`src/rtl/ilace_timing_pkg.sv`:
```
package ilace_timing_pkg;

  localparam int COORD_W = 16;
  typedef logic [COORD_W-1:0] coord_t;

  // Line-then-pixel ordering: true when (v,h) is at or beyond (rv,rh).
  function automatic logic at_or_after(input coord_t v, input coord_t h,
                                       input coord_t rv, input coord_t rh);
    return (v > rv) || ((v == rv) && (h >= rh));
  endfunction

  // Half-open span test lo <= x < hi.
  function automatic logic in_span(input coord_t x, input coord_t lo, input coord_t hi);
    return (x >= lo) && (x < hi);
  endfunction

  // Last line of the current field: odd interlaced fields get one extra line.
  function automatic coord_t field_last_line(input coord_t vt, input logic odd,
                                             input logic il);
    return vt + coord_t'(odd & il);
  endfunction

endpackage

```
`src/rtl/tg_run_sync.sv`:
```
module tg_run_sync #(
  parameter int STAGES = 2
) (
  input  logic clk,
  input  logic rst_n,
  input  logic run_req,
  output logic run_q,
  output logic pipe_rst
);
  logic [STAGES-1:0] chain;
  logic              run_prev;

  generate
    if (STAGES == 1) begin : g_one
      always_ff @(posedge clk) begin
        if (!rst_n) chain <= '0;
        else        chain <= run_req;
      end
    end else begin : g_many
      always_ff @(posedge clk) begin
        if (!rst_n) chain <= '0;
        else        chain <= {chain[STAGES-2:0], run_req};
      end
    end
  endgenerate

  assign run_q = chain[STAGES-1];

  always_ff @(posedge clk) begin
    if (!rst_n) run_prev <= 1'b0;
    else        run_prev <= run_q;
  end

  assign pipe_rst = run_q & ~run_prev;
endmodule

```
`src/rtl/tg_hcount.sv`:
```
module tg_hcount #(
  parameter int HW = 12
) (
  input  logic          clk,
  input  logic          rst_n,
  input  logic          run_q,
  input  logic [HW-1:0] h_total,
  output logic [HW-1:0] h_pos,
  output logic          line_wrap
);
  assign line_wrap = (h_pos >= h_total);

  always_ff @(posedge clk) begin
    if (!rst_n)         h_pos <= '0;
    else if (!run_q)    h_pos <= h_total;
    else if (line_wrap) h_pos <= '0;
    else                h_pos <= h_pos + HW'(1);
  end
endmodule

```
`src/rtl/tg_vcount.sv`:
```
module tg_vcount
  import ilace_timing_pkg::*;
#(
  parameter int VW = 11
) (
  input  logic          clk,
  input  logic          rst_n,
  input  logic          run_q,
  input  logic          line_wrap,
  input  logic          ilace_en,
  input  logic [VW-1:0] v_total,
  output logic [VW-1:0] v_pos,
  output logic          field_odd,
  output logic          field_wrap
);
  logic [VW-1:0] v_end;

  assign v_end      = VW'(field_last_line(coord_t'(v_total), field_odd, ilace_en));
  assign field_wrap = line_wrap && (v_pos >= v_end);

  always_ff @(posedge clk) begin
    if (!rst_n) begin
      v_pos     <= '0;
      field_odd <= 1'b0;
    end else if (!run_q) begin
      v_pos     <= VW'(field_last_line(coord_t'(v_total), 1'b1, ilace_en));
      field_odd <= ilace_en;
    end else if (field_wrap) begin
      v_pos     <= '0;
      field_odd <= ilace_en ? ~field_odd : 1'b0;
    end else if (line_wrap) begin
      v_pos     <= v_pos + VW'(1);
    end
  end
endmodule

```
`src/rtl/tg_strobes.sv`:
```
module tg_strobes
  import ilace_timing_pkg::*;
#(
  parameter int HW = 12,
  parameter int VW = 11
) (
  input  logic          live,
  input  logic [HW-1:0] h_pos,
  input  logic [VW-1:0] v_pos,
  input  logic          field_odd,
  input  logic [HW-1:0] h_act_start,
  input  logic [VW-1:0] v_act_start,
  input  logic [HW-1:0] hs_on,
  input  logic [HW-1:0] hs_off,
  input  logic [VW-1:0] vs_line_first,
  input  logic [VW-1:0] vs_line_last,
  input  logic [HW-1:0] vs_even_on,
  input  logic [HW-1:0] vs_even_off,
  input  logic [HW-1:0] vs_odd_on,
  input  logic [HW-1:0] vs_odd_off,
  output logic          blank,
  output logic          hsync,
  output logic          vsync
);
  coord_t hc, vc, on_pix, off_pix;
  logic   active_area, past_start, past_stop;

  always_comb begin
    hc      = coord_t'(h_pos);
    vc      = coord_t'(v_pos);
    on_pix  = coord_t'(field_odd ? vs_odd_on  : vs_even_on);
    off_pix = coord_t'(field_odd ? vs_odd_off : vs_even_off);

    active_area = (hc >= coord_t'(h_act_start)) && (vc >= coord_t'(v_act_start));
    past_start  = at_or_after(vc, hc, coord_t'(vs_line_first), on_pix);
    past_stop   = at_or_after(vc, hc, coord_t'(vs_line_last), off_pix);

    blank = !(live && active_area);
    hsync = live && in_span(hc, coord_t'(hs_on), coord_t'(hs_off));
    vsync = live && past_start && !past_stop;
  end
endmodule

```
`src/rtl/ilace_timing_gen.sv`:
```
module ilace_timing_gen
  import ilace_timing_pkg::*;
#(
  parameter int HW        = 12,
  parameter int VW        = 11,
  parameter int SYNC_STGS = 2
) (
  input  logic          clk,
  input  logic          rst_n,
  input  logic          run_req,
  input  logic          ilace_en,
  input  logic [HW-1:0] h_total,
  input  logic [HW-1:0] h_act_start,
  input  logic [HW-1:0] hs_on,
  input  logic [HW-1:0] hs_off,
  input  logic [VW-1:0] v_total,
  input  logic [VW-1:0] v_act_start,
  input  logic [VW-1:0] vs_line_first,
  input  logic [VW-1:0] vs_line_last,
  input  logic [HW-1:0] vs_even_on,
  input  logic [HW-1:0] vs_even_off,
  input  logic [HW-1:0] vs_odd_on,
  input  logic [HW-1:0] vs_odd_off,
  output logic [HW-1:0] h_pos,
  output logic [VW-1:0] v_pos,
  output logic          field_odd,
  output logic          blank,
  output logic          hsync,
  output logic          vsync,
  output logic          pipe_rst
);
  // Named internal events, observed by the bound checker.
  logic run_q;
  logic live;
  logic line_wrap;
  logic field_wrap;

  tg_run_sync #(.STAGES(SYNC_STGS)) u_sync (
    .clk(clk), .rst_n(rst_n), .run_req(run_req),
    .run_q(run_q), .pipe_rst(pipe_rst)
  );

  assign live = run_q & ~pipe_rst;

  tg_hcount #(.HW(HW)) u_h (
    .clk(clk), .rst_n(rst_n), .run_q(run_q), .h_total(h_total),
    .h_pos(h_pos), .line_wrap(line_wrap)
  );

  tg_vcount #(.VW(VW)) u_v (
    .clk(clk), .rst_n(rst_n), .run_q(run_q), .line_wrap(line_wrap),
    .ilace_en(ilace_en), .v_total(v_total),
    .v_pos(v_pos), .field_odd(field_odd), .field_wrap(field_wrap)
  );

  tg_strobes #(.HW(HW), .VW(VW)) u_dec (
    .live(live), .h_pos(h_pos), .v_pos(v_pos), .field_odd(field_odd),
    .h_act_start(h_act_start), .v_act_start(v_act_start),
    .hs_on(hs_on), .hs_off(hs_off),
    .vs_line_first(vs_line_first), .vs_line_last(vs_line_last),
    .vs_even_on(vs_even_on), .vs_even_off(vs_even_off),
    .vs_odd_on(vs_odd_on), .vs_odd_off(vs_odd_off),
    .blank(blank), .hsync(hsync), .vsync(vsync)
  );
endmodule

```
`config.mk`:
```
export PLATFORM = sky130hd
export DESIGN_NAME = ilace_timing_gen
export DESIGN_NICKNAME = d
export VERILOG_FILES = /design/src/rtl/ilace_timing_pkg.sv /design/src/rtl/tg_run_sync.sv /design/src/rtl/tg_hcount.sv /design/src/rtl/tg_vcount.sv /design/src/rtl/tg_strobes.sv /design/src/rtl/ilace_timing_gen.sv
export SDC_FILE = /design/constraint.sdc
export NUM_CORES = 1
export LEC_CHECK = 0
export ABC_AREA = 1
export CAP_MARGIN = 20
export CORE_UTILIZATION = 49
export CTS_BUF_LIST = sky130_fd_sc_hd__clkbuf_4 sky130_fd_sc_hd__clkbuf_8
export DETAILED_ROUTE_END_ITERATION = 10
export PLACE_DENSITY = 0.84
export SKIP_LAST_GASP = 1
export SLEW_MARGIN = 10
export SYNTH_ARGS = -nofsm -noshare
export SYNTH_HDL_FRONTEND = slang
export SYNTH_HIERARCHICAL = 1
export SYNTH_SLANG_ARGS = --single-unit
```
`constraint.sdc`:
```
create_clock -name clk -period 3.1 [get_ports clk]
set_input_delay 0.465 -clock clk [delete_from_list [all_inputs] [get_ports clk]]
set_output_delay 0.465 -clock clk [all_outputs]
set_load 0.05 [all_outputs]
```
==> flow_metrics.tcl <==
set metrics [dict create \
    layout-drive-gt1-share_pct 8.666 \
    endpoint_kind "register" \
    synth_area_um2 5413 \
    cts_tree "built" \
    hold_slack_ps 429.4 \
    ant_nets 0 \
    cts-root-buf "clkbuf_8" \
    grtUsageMet1_pct 32.67 \
    num_vias 6045 \
    critical_path_class "in2reg" \
    dp_slack_ps -79.53 \
    hold_viol 0 \
    start_kind "input port" \
    routed_wirelength_um 16590 \
    diodes 0 \
    max-slew-margin-rel_pct 65.31 \
    p_total_w 0.001593 \
    drv_cap 0 \
    grt_pass1_vias 5965 \
    portBuffers 171 \
    cts_resized 0 \
    critPathBufInv 3 \
    ys_warn_count 6 \
    hold_path_class "reg2reg" \
    grt_max_degree 26 \
    syn-num-nets 1104 \
    crit_top_cell "nand2_1" \
    postCtsHoldBufs 0 \
    cp_top_family "simple AND/OR/NAND/NOR gates" \
    core_um2 10790 \
    gp_congestion 0.9845 \
    path_clk_slew_ps 100 \
    max_stage_delay_ps 540 \
    std_cell_rows 38 \
    power.density_nw_per_um2 210.5 \
    netlist_instances 839 \
    die_w_um 107.1 \
    fmax_mhz 339.8 \
    postSynthAreaPerCell_um2 6.451 \
    design_area_um2 7567 \
    cp_max_fo 5 \
    min_period_ps 2943 \
    status "completed" \
    final_common_cell "nand2_1" \
    grt_first_pass_wirelength_um 26490 \
    cts_setup_buffers 0 \
    vdd_drop_max_mv 0.1345 \
    grt-busiest-layer "met2" \
    crit_slowest_cell "clkdlybuf4s50_1" \
    first_pass_iters 6 \
    p_leak_nw 3.954 \
    slew_violations 0 \
    worstPathArrival_ps 3160 \
    antenna_found_initial 0 \
    die_area_um2 11470 \
    setup_ws_ps 157.5 \
    wl_per_cell_um 14.21 \
    path_cells "clkdlybuf4s50_1, ha_4, ha_4, nand2_1, nor2_2, nand4_1, xor2_1, ha_1, nand2_1, inv_1, nand2_1, nor2_1, nand2_1, nand2_2, o21bai_4, clkbuf_16, nand3_1, a21oi_1" \
    finalCritPeriodShare_pct 94.92 \
    num_io_pins 172 \
    placed_area_um2 7446 \
    clock_skew_ps 5.693 \
    met2_usage_pct 54.15 \
    viasPerCell 5.180 \
    finalSetupViolCount 0 \
    drt_iter0_drc 259 \
    clock_latency_ps 280 \
    cts_sinks 27 \
    drc 0 \
    layout_common_cells "201 x nand2_1, 167 x clkdlybuf4s50_1, 158 x inv_1" \
    initial_utilization_pct 50.15 \
    grt-ovfl-total 0 \
    num-nets-final 1293 \
    grt_usage_pct 29.08 \
    cts_buffer_depth 2 \
    use_met3_pct 3.647 \
    syn_to_final_growth_pct 39.81 \
    die_h_um 107.1 \
    htreeDepth 1 \
    cts_made_buffers 3 \
    worstMarginPinSlew_ps 518.8 \
    cp.required_ps 3320 \
    hpwl_um 13650 \
]
layer usage:
| layer | up-vias | wire [um] |
|---|---|---|
| li1 | 3095 | - |
| met1 | 2666 | 6850 |
| met2 | 235 | 8032 |
| met3 | 49 | 1104 |
| met4 | 0 | 600 |
| met5 | - | 0 |
through the flow:
| stage | setup TNS (ps) | cells | utilization (%) |
|---|---|---|---|
| after floorplan | 0 | 839 | - |
| after global placement | 0 | 1162 | 68.99 |
| after detailed placement | -639.5 | 1162 | 68.99 |
| after CTS | 0 | 1166 | 69.42 |
| after global routing | -1.825 | 1167 | 70.11 |
| final | 0 | 1167 | 70.11 |
path summary, 6_finish.rpt:
kind                   startpoint              end  slack (ps)  depth (start not counted)
hold / removal    u_sync/chain[0]  u_sync/chain[1]         430                          2
setup / recovery       v_total[0]     u_v/v_pos[8]         160                         18
hold reg to reg   u_sync/chain[0]  u_sync/chain[1]         430                          2
setup reg to reg    u_v/field_odd     u_v/v_pos[8]         290                         19
worst register-to-register path: stages, from the launching register on:
cell and delay (ps):
dfxtp_1 470, nand2_1 100, inv_2 70, ha_4 140
ha_4 120, nand2_1 60, nor2_2 180, nand4_1 140
xor2_1 190, ha_1 310, nand2_1 90, inv_1 40
nand2_1 70, nor2_1 50, nand2_1 70, nand2_2 80
o21bai_4 200, clkbuf_16 180, nand3_1 70, a21oi_1 130
registers in the layout (all words and copies together) (netlist names):
| name | flops |
|---|---|
| u_v/v_pos | 11 |
| u_h/h_pos | 12 |
| u_sync/chain | 2 |
| u_sync/run_prev | 1 |
| u_v/field_odd | 1 |
area by class of cell:
class / count / area (um2)
clock inverter: 1 / 5.005
multi-input combinational: 632 / 4209
timing repair buffer: 197 / 1969
fill: 923 / 3226
sequential: 27 / 540.5
tap: 140 / 175.2
inverter: 167 / 626.9
clock buffer: 3 / 41.29
where the power goes:
| part | internal [W] | switching (W) | leakage [nW] | total [W] |
|---|---|---|---|---|
| Sequential | 0.000371 | 0.0000574 | 0.224 | 0.000428 |
| Clock | 0.0000904 | 0.000120 | 0.0255 | 0.000210 |
| Combinational | 0.000450 | 0.000504 | 3.70 | 0.000955 |
(Power assumes the default switching activity.)
